## config.mk

```make
export PLATFORM = sky130hd
export DESIGN_NAME = mash_divmod
export DESIGN_NICKNAME = d
export VERILOG_FILES = /design/src/rtl/mash_pkg.sv /design/src/rtl/mash_acc.sv /design/src/rtl/mash_recomb.sv /design/src/rtl/mash_divmod.sv
export SDC_FILE = /design/constraint.sdc
export NUM_CORES = 1
export LEC_CHECK = 0
export BUFFER_PORTS_ARGS = -buffer_cell sky130_fd_sc_hd__buf_2
export CAP_MARGIN = 25
export CORE_MARGIN = 1
export CORE_UTILIZATION = 60
export DETAILED_ROUTE_END_ITERATION = 6
export PLACE_DENSITY = 0.8
export SLEW_MARGIN = 20
export SYNTH_ARGS = -nofsm -noshare
export SYNTH_HDL_FRONTEND = slang
export SYNTH_SLANG_ARGS = --single-unit
```

## constraint.sdc

```tcl
create_clock -name clk -period 11.6 [get_ports clk]
set_input_delay 0.58 -clock clk [delete_from_list [all_inputs] [get_ports clk]]
set_output_delay 0.58 -clock clk [all_outputs]
set_load 0.005 [all_outputs]
```

## src/rtl/mash_pkg.sv

```systemverilog
package mash_pkg;
    localparam int STAGES = 3;
    localparam int OFS_W  = 4;
    typedef logic signed [OFS_W-1:0] ofs_t;
endpackage

```

## src/rtl/mash_acc.sv

```systemverilog
module mash_acc #(
    parameter int W = 8
) (
    input  logic         clk,
    input  logic         rst_n,
    input  logic         en_i,
    input  logic [W-1:0] add_i,
    output logic [W-1:0] res_o,
    output logic         carry_o
);
    logic [W-1:0] acc_q;
    logic [W:0]   sum;

    always_comb begin
        sum     = {1'b0, acc_q} + {1'b0, add_i};
        res_o   = sum[W-1:0];
        carry_o = sum[W];
    end

    always_ff @(posedge clk or negedge rst_n) begin
        if (!rst_n) begin
            acc_q <= '0;
        end else if (en_i) begin
            acc_q <= sum[W-1:0];
        end
    end
endmodule

```

## src/rtl/mash_recomb.sv

```systemverilog
module mash_recomb
    import mash_pkg::*;
(
    input  logic              clk,
    input  logic              rst_n,
    input  logic              en_i,
    input  logic [STAGES-1:0] carry_i,
    output ofs_t              offset_o
);
    logic c2_d1, c3_d1, c3_d2;
    ofs_t next_ofs;

    // c1 + (c2 - c2z) + (c3 - 2*c3z + c3zz), in 4-bit modular arithmetic
    always_comb begin
        next_ofs = ofs_t'({3'b000, carry_i[0]})
                 + ofs_t'({3'b000, carry_i[1]})
                 - ofs_t'({3'b000, c2_d1})
                 + ofs_t'({3'b000, carry_i[2]})
                 - ofs_t'({2'b00, c3_d1, 1'b0})
                 + ofs_t'({3'b000, c3_d2});
    end

    always_ff @(posedge clk or negedge rst_n) begin
        if (!rst_n) begin
            c2_d1    <= 1'b0;
            c3_d1    <= 1'b0;
            c3_d2    <= 1'b0;
            offset_o <= '0;
        end else if (en_i) begin
            c2_d1    <= carry_i[1];
            c3_d1    <= carry_i[2];
            c3_d2    <= c3_d1;
            offset_o <= next_ofs;
        end
    end
endmodule

```

## src/rtl/mash_divmod.sv

```systemverilog
module mash_divmod
    import mash_pkg::*;
#(
    parameter int W  = 8,
    parameter int NW = 8
) (
    input  logic                 clk,
    input  logic                 rst_n,
    input  logic                 en_i,
    input  logic [W-1:0]         frac_i,
    input  logic [NW-1:0]        nint_i,
    output logic signed [3:0]    offset_o,
    output logic signed [NW+1:0] div_o
);
    localparam int DW = NW + 2;

    logic [W-1:0]      stage_in  [STAGES];
    logic [W-1:0]      stage_res [STAGES];
    logic [STAGES-1:0] carries;
    ofs_t              ofs_q;

    for (genvar i = 0; i < STAGES; i++) begin : g_stage
        if (i == 0) begin : g_head
            assign stage_in[i] = frac_i;
        end else begin : g_tail
            assign stage_in[i] = stage_res[i-1];
        end
        mash_acc #(.W(W)) u_acc (
            .clk     (clk),
            .rst_n   (rst_n),
            .en_i    (en_i),
            .add_i   (stage_in[i]),
            .res_o   (stage_res[i]),
            .carry_o (carries[i])
        );
    end

    mash_recomb u_recomb (
        .clk      (clk),
        .rst_n    (rst_n),
        .en_i     (en_i),
        .carry_i  (carries),
        .offset_o (ofs_q)
    );

    assign offset_o = ofs_q;
    assign div_o    = $signed({2'b00, nint_i}) + $signed({{(DW-OFS_W){ofs_q[OFS_W-1]}}, ofs_q});
endmodule

```

* Yosys cells after proc, flatten, opt, wreduce, memory -nomap -nowiden
Index checks and enable logic that the tools add are counted.
Word-level totals: register bits after elaboration 31, input port bits 19, logic and storage cells 16
Cells by class: add/sub/neg operators 9
Operators with widths (number):
- $add A8 B8 Y9 | 3
- $add A9 B4 Y10 | 1
- $add A4 B2 Y4 | 2
- $sub A4 B2 Y4 | 1
- $sub A4 B3 Y4 | 1
- $add A1 B1 Y2 | 1

* Longest topological paths before layout
word-level depth 7, depth in mapped cells 23

* Hierarchy
A second synthesis with hierarchy kept.
Second synthesis, totals: cell total of the unflattened synthesis 277, area, all modules 2778.9 um^2
Modules (own cells, without submodules):
- mash_acc | times used 3, cells each 64, area each 641.9 um^2, sequential area each 200.2 um^2
- mash_recomb | times used 1, cells each 37, area each 445.4 um^2, sequential area each 175.2 um^2
- mash_divmod | times used 1, cells each 48, area each 407.9 um^2, sequential area each 0.0 um^2

* Worst setup path after synthesis
Ideal clock, no wire load.
path kind input to register, start in frac_i[0], end reg u_recomb.offset_o[3], library setup time 0.125 ns, data arrival time 4.597 ns, data required time 11.475 ns, slack 6.878 ns, stages 22, buffers on the path 0, cells stage by stage ha_1 > inv_1 > fa_1 > nor2b_1 > o21ai_0 > a21oi_1 > ha_1 > o211a_1 > o21ai_0 > nand2_1 > xor2_1 > ha_1 > or2_2 > a31o_2 > a21oi_1 > ha_1 > inv_1 > fa_1 > ha_1 > inv_1 > ha_1 > mux2_2
RTL lines:
- from (decl) | line mash_divmod.sv:10 | input logic [W-1:0] frac_i,
- $add A8 B8 Y9 | line mash_acc.sv:15 | sum = {1'b0, acc_q} + {1'b0, add_i};
- named net g_stage[0].u_acc.res_o[4] | line mash_acc.sv:8 | output logic [W-1:0] res_o,
- $add A8 B8 Y9 | line mash_acc.sv:15
- named net g_stage[1].u_acc.res_o[5] | line mash_acc.sv:8
- $add A8 B8 Y9 | line mash_acc.sv:15
- $add A4 B2 Y4 | line mash_recomb.sv:18 | + ofs_t'({3'b000, carry_i[2]})
- $sub A4 B3 Y4 | line mash_recomb.sv:19 | - ofs_t'({2'b00, c3_d1, 1'b0})
- $add A4 B2 Y4 | line mash_recomb.sv:20 | + ofs_t'({3'b000, c3_d2});
- named net u_recomb.next_ofs[3] | line mash_recomb.sv:11 | ofs_t next_ofs;
- to (signal assigned) | line mash_recomb.sv:33 | offset_o <= next_ofs;
- to (decl) | line mash_recomb.sv:8 | output ofs_t offset_o
The timed path passes the listed nets, and every way through them passes these cells. A chain may end at the register's enable or synchronous reset.

* Worst setup path in the final report
Ends and elaborated chain as after synthesis.

==> results.sh <==
export IMPL_fin_nets=348
export IMPL_report_final_slew_viol_count=0
export IMPL_end_kind="flip-flop"
export IMPL_routed_wl_um=4600
export IMPL_synth_distinct_cells=44
export IMPL_clkLatencyLatePin_ps=290
export IMPL_cp_max_fo=3
export IMPL_start_util_pct=62.8
export IMPL_synth_area_per_cell_um2=10.1
export IMPL_antenna_found_initial=0
export IMPL_period_share_pct=42.4
export IMPL_finalHoldViolCount=0
export IMPL_grt_first_pass_wirelength_um=7910
export IMPL_drtIter0Drc=76
export IMPL_cts_resized=0
export IMPL_cts_sinks=31
export IMPL_place_hpwl_um=3470
export IMPL_ioPinCount=33
export IMPL_synth_edf_count=0
export IMPL_ys_seq_area_share_pct=30.9
export IMPL_setup_violations=0
export IMPL_drive_gt1_share_pct=23.1
export IMPL_dr_pass1_iters=4
export IMPL_first_global_vias=1829
export IMPL_cts_root_buffer="clkbuf_8"
export IMPL_grt_start_max_net_pins=36
export IMPL_period_minus_slack_ps=4920
export IMPL_globalplace_congestion=0.852
export IMPL_die_w_um=66.7
export IMPL_final_antenna_net_count=0
export IMPL_synth_cells=250
export IMPL_cts_tree="done"
export IMPL_synth_commonest_cells="ha_1, dfrtp_1, nor2_1"
export IMPL_maxSlewHeadroom_pct=52.4
export IMPL_ys_warn_count=0
export IMPL_synthesis_area_um2=2510
export IMPL_rows=23
export IMPL_cts_max_level=2
export IMPL_synthTopCellsByArea="dfrtp_1, ha_1, mux2_2, xnor2_1, fa_1"
export IMPL_synth_flop_cell="dfrtp_1"
export IMPL_diodes=0
export IMPL_startpoint_type="input pin"
export IMPL_grt_util_all_layers_pct=23.6
export IMPL_clk_pin_slew_worst_paths_ps=80
export IMPL_post_cts_setup_buffers=0
export IMPL_tightest_slew_ps=713
export IMPL_min_path_type="in2async"
export IMPL_area_growth_pct=13.6
export IMPL_worstPathArrival_ps=5100
export IMPL_setup_tns_final_ps=0
export IMPL_clockBufferDepth=2
export IMPL_vias=1895
export IMPL_yosysTopAreaCell="dfrtp_1"
export IMPL_synth_top_area_share_pct=30.9
export IMPL_synth_most_common_cell="ha_1"
export IMPL_fin_skew_ps=11.2
export IMPL_seq_area_um2=776
export IMPL_fmax_ghz=0.203
export IMPL_wl_per_cell_um=13.7
export IMPL_status="complete, no violations"
export IMPL_multi_input_area_um2=1660
export IMPL_async_flop_share_pct=100
export IMPL_crit_type="in2reg"
export IMPL_portBuffers=32
export IMPL_cts_hold_repair_buffers=0
export IMPL_overflow=0
export IMPL_core_area_um2=4000
export IMPL_ys_ff_latch=31
export IMPL_required_ps=11790
export IMPL_dieHeight_um=66.7
export IMPL_grt_setup_unrepaired="false"
export IMPL_num_fill_cells=311
export IMPL_viasPerCell=5.64
export IMPL_drc=0
export IMPL_dieArea_um2=4450
export IMPL_cts_buffers_inserted=5
export IMPL_cap_violations=0
export IMPL_synth_nets=313
-- cell families after synthesis --
family,Yosys count,share of synthesized area (%)
DFF,31,30.9
and+or+nand+nor,48,8.61
AOI/OAI and AO/OA,66,17.4
xor gates and xnor gates,20,6.97
adders and majority gates,44,23.7
muxes,21,9.41
buffers and inverters,20,3.04
-- sequential cells by signal, indices dropped and copies added, names as in the netlist --
| name | flops |
|---|---|
| u_recomb.c2_d1 | 1 |
| u_recomb.c3_d1 | 1 |
| g_stage.u_acc.acc_q | 24 |
| u_recomb.c3_d2 | 1 |
| u_recomb.offset_o | 4 |
-- area by class of cell --
| class | instances | share of cell area (%) |
|---|---|---|
| multi-input combinational | 199 | 58.2 |
| sequential | 31 | 27.2 |
| timing repair buffer | 32 | 5.61 |
| clock buffer | 5 | 2.41 |
| clock inverter | 3 | 2.37 |
| tap | 50 | 2.19 |
| inverter | 16 | 2.10 |
-- layout by cell type (no fill, tap or decap), types with 3 or more instances in the layout --
cell / instances
nand2_1: 9
dfrtp_1: 31
mux2_2: 21
nor2_1: 23
xor2_1: 5
o21ai_0: 15
inv_1: 16
o21a_1: 5
nor3_1: 3
buf_2: 32
xnor2_1: 15
a21o_1: 5
o211ai_1: 3
nand3_1: 3
clkbuf_8: 5
a21oi_1: 15
a211oi_1: 4
ha_1: 38
fa_1: 6
-- per-stage QoR --
step / cell area [um^2] / hold slack (ps) / utilization (%) / setup WS, ps / std cells
after floorplan: 2510 / 284 / - / 6880 / 250
after global placement: 2720 / 493 / 68.0 / 6530 / 328
after detailed placement: 2720 / 493 / 68.0 / 6400 / 328
after CTS: 2860 / 351 / 71.4 / 6710 / 336
after global routing: 2860 / 396 / 71.4 / 6300 / 336
final: 2860 / 326 / 71.4 / 6680 / 336
-- layer usage --
layer | GRT usage (%) | share of wire (%)
met1 | 30.4 | 49
met2 | 38.4 | 48
met3 | 4.62 | 2.2
met4 | 9.57 | 1.5
met5 | 0 | 0
-- final timing paths --
kind / startpoint / to / slack [ps] / cells after the start
min in group clk: g_stage[2].u_acc.acc_q[3]$_DFFE_PN0P_ / g_stage[2].u_acc.acc_q[3]$_DFFE_PN0P_ / 510 / 1
max: frac_i[0] / u_recomb.offset_o[3]$_DFFE_PN0P_ / 6680 / 23
max reg2reg: g_stage[0].u_acc.acc_q[0]$_DFFE_PN0P_ / u_recomb.offset_o[3]$_DFFE_PN0P_ / 6690 / 22
max in group asynchronous: rst_n / g_stage[2].u_acc.acc_q[0]$_DFFE_PN0P_ / 10800 / 1
min: rst_n / u_recomb.offset_o[1]$_DFFE_PN0P_ / 330 / 1
min reg2reg: g_stage[2].u_acc.acc_q[3]$_DFFE_PN0P_ / g_stage[2].u_acc.acc_q[3]$_DFFE_PN0P_ / 510 / 1
-- critical path: stages --
cell and delay (ps):
buf_2 80, ha_1 180, inv_1 60, fa_1 420
nor2b_1 180, o21ai_0 100, a21oi_1 240, ha_1 310
o211a_1 120, o21ai_0 140, nand2_1 110, xor2_1 170
ha_1 320, or2_2 330, a31o_2 250, a21oi_1 190
ha_1 170, inv_1 50, fa_1 500, ha_1 150
inv_1 40, ha_1 160, mux2_2 250
Power is not shown: default switching activity piles up to over one toggle a cycle in this logic, so the estimate is an artifact.
